==> src/rtl/tbdp_pkg.sv <==
package tbdp_pkg;

  typedef enum logic [1:0] {
    FN_ADD = 2'b00,
    FN_SUB = 2'b01,
    FN_AND = 2'b10,
    FN_OR  = 2'b11
  } alu_fn_e;

endpackage

==> src/rtl/rb_rst_sync.sv <==
module rb_rst_sync #(
  parameter int STAGES = 2
) (
  input  logic clk,
  input  logic rst_n,
  output logic rst_n_sync
);

  logic [STAGES-1:0] sync_q;

  always_ff @(posedge clk or negedge rst_n) begin
    if (!rst_n) sync_q <= '0;
    else        sync_q <= {sync_q[STAGES-2:0], 1'b1};
  end

  assign rst_n_sync = sync_q[STAGES-1];

endmodule

==> src/rtl/rb_decoder.sv <==
module rb_decoder #(
  parameter int SEL_W   = 2,
  parameter int NUM_OUT = 4
) (
  input  logic [SEL_W-1:0]   sel,
  output logic [NUM_OUT-1:0] onehot
);

  for (genvar g = 0; g < NUM_OUT; g++) begin : g_line
    assign onehot[g] = (sel == SEL_W'(g));
  end

endmodule

==> src/rtl/rb_bus_drive.sv <==
module rb_bus_drive #(
  parameter int DATA_W   = 8,
  parameter int NUM_REGS = 4
) (
  input  logic [NUM_REGS-1:0]        drv_en,
  input  logic [NUM_REGS*DATA_W-1:0] regs_flat,
  output logic [DATA_W-1:0]          bus
);

  // Each register drives its gated value. An OR across the gated values
  // stands in for shared wires with only one driver enabled.
  logic [DATA_W-1:0] gated [NUM_REGS];

  for (genvar g = 0; g < NUM_REGS; g++) begin : g_drv
    assign gated[g] = regs_flat[g*DATA_W +: DATA_W] & {DATA_W{drv_en[g]}};
  end

  always_comb begin
    bus = '0;
    for (int i = 0; i < NUM_REGS; i++) bus = bus | gated[i];
  end

endmodule

==> src/rtl/rb_alu.sv <==
module rb_alu
  import tbdp_pkg::*;
#(
  parameter int DATA_W = 8
) (
  input  logic [DATA_W-1:0] op_a,
  input  logic [DATA_W-1:0] op_b,
  input  logic [1:0]        fn,
  output logic [DATA_W-1:0] res
);

  alu_fn_e fn_e;
  assign fn_e = alu_fn_e'(fn);

  always_comb begin
    unique case (fn_e)
      FN_ADD:  res = op_a + op_b;
      FN_SUB:  res = op_a - op_b;
      FN_AND:  res = op_a & op_b;
      FN_OR:   res = op_a | op_b;
      default: res = '0;
    endcase
  end

endmodule

==> src/rtl/rb_regfile.sv <==
module rb_regfile #(
  parameter int DATA_W   = 8,
  parameter int NUM_REGS = 4,
  parameter int RST_BASE = 1
) (
  input  logic                       clk,
  input  logic                       rst_n,
  input  logic                       wr_stb,
  input  logic [NUM_REGS-1:0]        ld_mask,
  input  logic [DATA_W-1:0]          bus_c,
  output logic [NUM_REGS*DATA_W-1:0] regs_flat
);

  for (genvar g = 0; g < NUM_REGS; g++) begin : g_reg
    localparam logic [DATA_W-1:0] SEED = DATA_W'(RST_BASE + g);

    logic              ld_en;
    logic [DATA_W-1:0] val_q;
    logic [DATA_W-1:0] val_d;

    assign ld_en = wr_stb & ld_mask[g];

    always_comb begin
      val_d = val_q;
      if (ld_en) val_d = bus_c;
    end

    always_ff @(posedge clk or negedge rst_n) begin
      if (!rst_n) val_q <= SEED;
      else        val_q <= val_d;
    end

    assign regs_flat[g*DATA_W +: DATA_W] = val_q;
  end

endmodule

==> src/rtl/tribus_datapath.sv <==
module tribus_datapath #(
  parameter int DATA_W   = 8,
  parameter int NUM_REGS = 4,
  parameter int RST_BASE = 1,
  localparam int SEL_W   = $clog2(NUM_REGS),
  localparam int INSTR_W = 2*SEL_W + NUM_REGS
) (
  input  logic                       clk,
  input  logic                       rst_n,
  input  logic [INSTR_W-1:0]         instr,
  input  logic [1:0]                 alu_fn,
  input  logic                       wr_stb,
  output logic [NUM_REGS*DATA_W-1:0] regs_flat,
  output logic [DATA_W-1:0]          alu_res
);

  logic                rst_n_q;
  logic [SEL_W-1:0]    sel_a;
  logic [SEL_W-1:0]    sel_b;
  logic [NUM_REGS-1:0] ld_mask;
  logic [NUM_REGS-1:0] en_a;
  logic [NUM_REGS-1:0] en_b;
  logic [DATA_W-1:0]   bus_a;
  logic [DATA_W-1:0]   bus_b;
  logic [DATA_W-1:0]   bus_c;

  assign sel_a   = instr[SEL_W-1:0];
  assign sel_b   = instr[2*SEL_W-1:SEL_W];
  assign ld_mask = instr[INSTR_W-1:2*SEL_W];

  rb_rst_sync #(.STAGES(2)) u_rst (
    .clk(clk), .rst_n(rst_n), .rst_n_sync(rst_n_q)
  );

  rb_decoder #(.SEL_W(SEL_W), .NUM_OUT(NUM_REGS)) u_dec_a (
    .sel(sel_a), .onehot(en_a)
  );

  rb_decoder #(.SEL_W(SEL_W), .NUM_OUT(NUM_REGS)) u_dec_b (
    .sel(sel_b), .onehot(en_b)
  );

  rb_bus_drive #(.DATA_W(DATA_W), .NUM_REGS(NUM_REGS)) u_bus_a (
    .drv_en(en_a), .regs_flat(regs_flat), .bus(bus_a)
  );

  rb_bus_drive #(.DATA_W(DATA_W), .NUM_REGS(NUM_REGS)) u_bus_b (
    .drv_en(en_b), .regs_flat(regs_flat), .bus(bus_b)
  );

  rb_alu #(.DATA_W(DATA_W)) u_alu (
    .op_a(bus_a), .op_b(bus_b), .fn(alu_fn), .res(bus_c)
  );

  rb_regfile #(.DATA_W(DATA_W), .NUM_REGS(NUM_REGS), .RST_BASE(RST_BASE)) u_rf (
    .clk(clk), .rst_n(rst_n_q), .wr_stb(wr_stb), .ld_mask(ld_mask),
    .bus_c(bus_c), .regs_flat(regs_flat)
  );

  assign alu_res = bus_c;

endmodule

==> config.mk <==
export PLATFORM = sky130hd
export DESIGN_NAME = tribus_datapath
export DESIGN_NICKNAME = d
export VERILOG_FILES = /design/src/rtl/tbdp_pkg.sv /design/src/rtl/rb_rst_sync.sv /design/src/rtl/rb_decoder.sv /design/src/rtl/rb_bus_drive.sv /design/src/rtl/rb_alu.sv /design/src/rtl/rb_regfile.sv /design/src/rtl/tribus_datapath.sv
export SDC_FILE = /design/constraint.sdc
export NUM_CORES = 1
export LEC_CHECK = 0
export ABC_AREA = 1
export BUFFER_PORTS_ARGS = -buffer_cell sky130_fd_sc_hd__buf_4
export CORE_UTILIZATION = 45
export CTS_BUF_LIST = sky130_fd_sc_hd__clkbuf_16
export CTS_CLUSTER_SIZE = 16
export DETAILED_ROUTE_END_ITERATION = 10
export PLACE_DENSITY = 0.71
export SETUP_SLACK_MARGIN = 0.3
export SLEW_MARGIN = 30
export SYNTH_ARGS = -nofsm -noshare
export SYNTH_HDL_FRONTEND = slang
export SYNTH_SLANG_ARGS = --single-unit
==> constraint.sdc <==
create_clock -name clk -period 2.74 [get_ports clk]
set_clock_uncertainty 0.15 [all_clocks]
set_input_delay 0.274 -clock clk [delete_from_list [all_inputs] [get_ports clk]]
set_output_delay 0.274 -clock clk [all_outputs]
set_load 0.01 [all_outputs]
; Yosys cells after proc, flatten, opt, wreduce, memory -nomap -nowiden
; Cells that the tools add are included.
[word_totals]
reg_bits = 34
in_bits = 13
output_inout_bits = 40
wordCells = 40
[classes]
addsub = 2
n_eq_ne = 9
mux = 1
n_bitwise = 20
n_reduce_logical = 3
[op_table]
columns = cell, n
row1 = $and A8 B8 Y8, 9
row2 = $or A8 B8 Y8, 7
row3 = $pmux W8 S4, 1
row4 = $eq A2 B2 Y1 const B, 6
row5 = $add A8 B8 Y8, 1
row6 = $sub A8 B8 Y8, 1
row7 = $eq A2 B1 Y1 const B, 3
row8 = $logic_not A2 Y1, 3
row9 = $and A1 B1 Y1, 4

; Logic depth before layout (Yosys ltp)
[logic_depth]
word_depth = 7
ltp_mapped = 22
mapped_depth_nobuf = 21

; By module
; From an unflattened synthesis, not the netlist that was laid out.
[unflattened]
cells_unflattened = 436
hier_area_um2 = 2718.9
[modules_own_cells]
columns = mod, n_inst, cells_each, area_per_inst_um2, seq_area_each_um2
row1 = rb_regfile, 1, 140, 1297.5, 807.0
row2 = rb_alu, 1, 127, 734.5, 0.0
row3 = rb_bus_drive, 2, 76, 290.3, 0.0
row4 = rb_rst_sync, 1, 3, 53.8, 50.0
row5 = rb_decoder, 2, 7, 26.3, 0.0

; Worst setup path after synthesis
; Ideal clock, no wire load.
[synth_path]
kind = reg-to-output
from = register u_rf.g_reg[1].val_q[1]
to = output port alu_res[6]
arrival_time_ns = 2.485
t_required_ns = 2.316
path_slack_ns = -0.169
stages_incl_launch_ff = 17
n_path_buf = 0
cell_sequence = dfstp_2 > inv_1 > o21ai_1 > nor2_2 > ha_1 > nand2_1 > o21ai_0 > fa_1 > inv_1 > a21oi_1 > o21ai_0 > inv_1 > o21bai_1 > nand2_1 > nand3b_1 > nand3_1 > nand2_1
[synth_between]
elab_chain_cells = 6
word_cells_on_any_way = 11
cone_classes = add/sub (2) / mux (1) / bitwise (8)
[synth_rtl]
columns = item, line_no
row1 = "start, declared", rb_regfile.sv:18  ; logic [DATA_W-1:0] val_q;
row2 = "start signal, assigned", rb_regfile.sv:30  ; else val_q <= val_d;
row3 = $and A8 B8 Y8, rb_bus_drive.sv:15  ; assign gated[g] = regs_flat[g*DATA_W +: DATA_W] & {DATA_W{drv_en[g]}};
row4 = $or A8 B8 Y8 (3 in series), rb_bus_drive.sv:20  ; for (int i = 0; i < NUM_REGS; i++) bus = bus | gated[i];
row5 = $sub A8 B8 Y8 or $add A8 B8 Y8 (tied branches), "rb_alu.sv:18, rb_alu.sv:17"
row6 = $pmux W8 S4 *, rb_alu.sv:16  ; unique case (fn_e)
row7 = "end, declared", tribus_datapath.sv:14  ; output logic [DATA_W-1:0] alu_res
; Mark *: on every way between the ends. The rest lies on a longest branch, timed or not.

; Worst setup path after layout
[layout_path]
from = register u_rf.g_reg[0].val_q[0]
to = output port alu_res[7]
[layout_between]
elab_chain_cells = 6
word_cells_on_any_way = 11
cone_classes = add/sub (2) / mux (1) / bitwise (8)
[layout_rtl]
columns = item, line_no
row1 = "start, declared", rb_regfile.sv:18
row2 = "start signal, assigned", rb_regfile.sv:30
row3 = $and A8 B8 Y8, rb_bus_drive.sv:15
row4 = $or A8 B8 Y8 (3 in series), rb_bus_drive.sv:20
row5 = $sub A8 B8 Y8 or $add A8 B8 Y8 (tied branches), "rb_alu.sv:18, rb_alu.sv:17"
row6 = $pmux W8 S4 *, rb_alu.sv:16
; Marked as above.

==> out/results.ini <==
[synthesis]
synth_seq_cells=34
ys_top_cells_by_count=126 x nand2_1, 55 x inv_1, 36 x o21ai_0, 29 x dfrtp_1, 21 x nand3_1
synth_top_cell_by_area=dfrtp_1
yosys_most_used_dff=dfrtp_1
avgSynthCellArea_um2=6.69
async_flop_share=1.00
synthTopCellsByArea=dfrtp_1 29%, nand2_1 19%, inv_1 8.3%
syn_inst=370
synth_area_um2=2470
yosysUniqueCellTypes=34
synth_edf_count=0
yosysMostFrequentCell=nand2_1
synth_top_area_frac=0.293
yosys_warnings=0
syn-num-nets=394
synth-seq-area-share=0.346

[final_layout]
final_util=0.743
antennaDiodeCount=0
final_nets=519
fillers=401
area_growth_pct=56.3
seq_area_um2=857
final_layout_size_suffix_gt1_frac=0.389
finalNonFillerCells=566
multiInputGateArea_um2=1550

[critical_path]
cp-end-kind=primary output
crit_path_end=alu_res[7]
worstPathMaxFanout=3
start_kind=flop
r2r_end=u_rf.g_reg[0].val_q[5]$_DFFE_PN0P_
crit_type=flop to primary output
reg2reg_depth=19
r2r_start=u_rf.g_reg[1].val_q[1]$_DFFE_PN1P_
cp.required_ns=2.32
rrSetupSlack_ns=-0.21
crit_start=u_rf.g_reg[0].val_q[0]$_DFFE_PN1P_
cp.arrival_ns=2.87

[sta]
rsz0062_at_grt=true
hold_ws_ns=0.0256
layout_setup_ws_ns=-0.555
setup_violations=20
hold_viol=0
min_period_ns=3.30
slew_violations=0
clock.fmax_mhz=303
post-route-period-util=1.20

[route]
via_per_inst=5.28
wl_um=8140
routedWlPerCell_um=14.4
ant_nets=0
drc=0
first_pass_iters=5
drt_iter0_drc=201
vias=2986

[power]
pwr-share-comb=0.726
intPower_mw=3.21
vdd_drop_max_v=0.00127
p_sw_frac=0.437
pwr-share-seq=0.163
p_leak_nw=2.09
pwr-share-clk=0.111
p_sw_mw=2.49
pwr_density_cell_nw_per_um2=1470

[clocking]
clock_latency_ns=0.28
clock_path_buffers=2
cts_tree=done
ctsHtreeMaxLevel=2
cts_root_buf=clkbuf_16
numCtsBuffers=5
clk_pin_slew_ns=0.05
cts.sinks=34

[outcome]
outcome=finished with violations
violations=negative setup slack

[grt]
antenna_found_initial=0
grt_max_degree=23
grt_pass1_vias=2864
grt_util_all_layers=0.290
grt_pass1_wl_um=13200
overflow=0

[floorplan]
fp.dieW_um=76.2
ioPinCount=53
die_height_um=76.2
start_util=0.475
rows=26
core_um2=5200
die-area_um2=5800

[placed_design]
dp_hpwl_um=6240
gp_congestion=0.880
numPortBuffers=52
dp_cells=550

[hold_path]
hp-class=flop to async pin

[job]
max_cap_violations=0

[cell usage in the layout (no fill, tap or decap), drive strengths merged]
cell / n
a31oi: 2
dlygate4sd3: 1
nor2: 26
buf: 124
xnor2: 1
nor3: 1
o22ai: 12
o211ai: 3
a21boi: 1
bufinv: 1
nand3: 23
a21oi: 10
fa: 1
a22o: 1
dfrtp: 29
conb: 1
a22oi: 1
inv: 59
xor2: 4
o21ai: 41
o21bai: 1
clkinv: 1
nand3b: 1
ha: 10
and2: 1
or2: 2
dfstp: 5
nand2: 128
clkbuf: 5
[flip-flops by register name (all words and copies together), names as in the netlist]
register	cells
u_rf.g.val_q	32
u_rst.sync_q	2
[per-layer routing]
metal | GRT usage | wire length [um] | vias up
li1 | - | - | 1437
met1 | 0.370 | 3520 | 1403
met2 | 0.503 | 4000 | 126
met3 | 0.0371 | 450 | 20
met4 | 0.106 | 164 | 0
met5 | 0 | 0 | -
[power groups by stage]
| stage | clock (mW) | sequential (mW) | combinational, mW |
|---|---|---|---|
| global placement | 0 | 0.928 | 3.39 |
| finish | 0.631 | 0.930 | 4.14 |
| CTS | 0.635 | 0.922 | 3.83 |
| detailed placement | 0 | 0.927 | 3.44 |
| floorplan | 0 | 1.03 | 1.67 |
| global route | 0.654 | 0.956 | 4.52 |
[repair_timing]
item,CTS,global route
pin swaps,12,6
endpoints found under the setup margin,32,35
endpoints found under the hold margin,2,0
hold buffers,1,0
resized for setup,22,29
setup buffers,6,1
[critical path: stages, from the launching register on]
cell and delay, ns:
dfstp_2 0.55, nand2_1 0.07, nand2_2 0.10, nor2_4 0.05
buf_4 0.14, nand3_2 0.08, nand2_2 0.08, xor2_1 0.16
ha_1 0.39, inv_2 0.07, nor3_2 0.16, nand2_1 0.07
o211ai_1 0.16, inv_1 0.10, nand2_2 0.07, nand3_2 0.07
and2_4 0.16, buf_6 0.11
[how the worst min path moves through the flow]
stage / end / slack (ns) / cells after the start
after global routing: u_rf.g_reg[2].val_q[2]$_DFFE_PN0P_ / 0.07 / 0
after floorplan: u_rst.sync_q[0]$_DFF_PN0_ / -0.17 / 0
after detailed placement: u_rst.sync_q[0]$_DFF_PN0_ / -0.09 / 1
after global placement: u_rst.sync_q[0]$_DFF_PN0_ / -0.09 / 1
final: u_rf.g_reg[2].val_q[2]$_DFFE_PN0P_ / 0.03 / 0
after CTS: u_rf.g_reg[1].val_q[7]$_DFFE_PN0P_ / 0.03 / 0
[metrics by stage]
step	setup WS (ns)	setup TNS (ns)	area (um2)	total power [mW]
6_report	-0.555	-4.82	3870	5.70
5_1_grt	-0.752	-9.32	3870	6.13
4_1_cts	-0.517	-4.37	3770	5.39
3_5_place_dp	-0.386	-4.99	3490	4.36
3_3_place_gp	-0.375	-3.82	3490	4.32
2_1_floorplan	0.00851	0	2550	2.69
[logic make-up (layout without fill, tap and decap cells)]
group,Yosys count,after routing,share of synthesized area
AO/OA/AOI/OAI,72,72,0.160
flip-flops,34,34,0.346
XOR/XNOR,5,5,0.0177
adder cells (fa/ha/maj),11,11,0.0586
AND/OR/NAND/NOR,182,182,0.310
other,1,1,0.00152
buffers and inverters,65,191,0.106
[layout make-up]
| class | instances | share of cell area |
|---|---|---|
| repair buffers | 125 | 0.254 |
| clock inverters | 3 | 0.00971 |
| flip-flops and latches | 34 | 0.222 |
| clock buffers | 5 | 0.0324 |
| multi-input cells | 271 | 0.402 |
| well taps | 70 | 0.0226 |
| inverters | 58 | 0.0576 |
(Power assumes the default switching activity.)
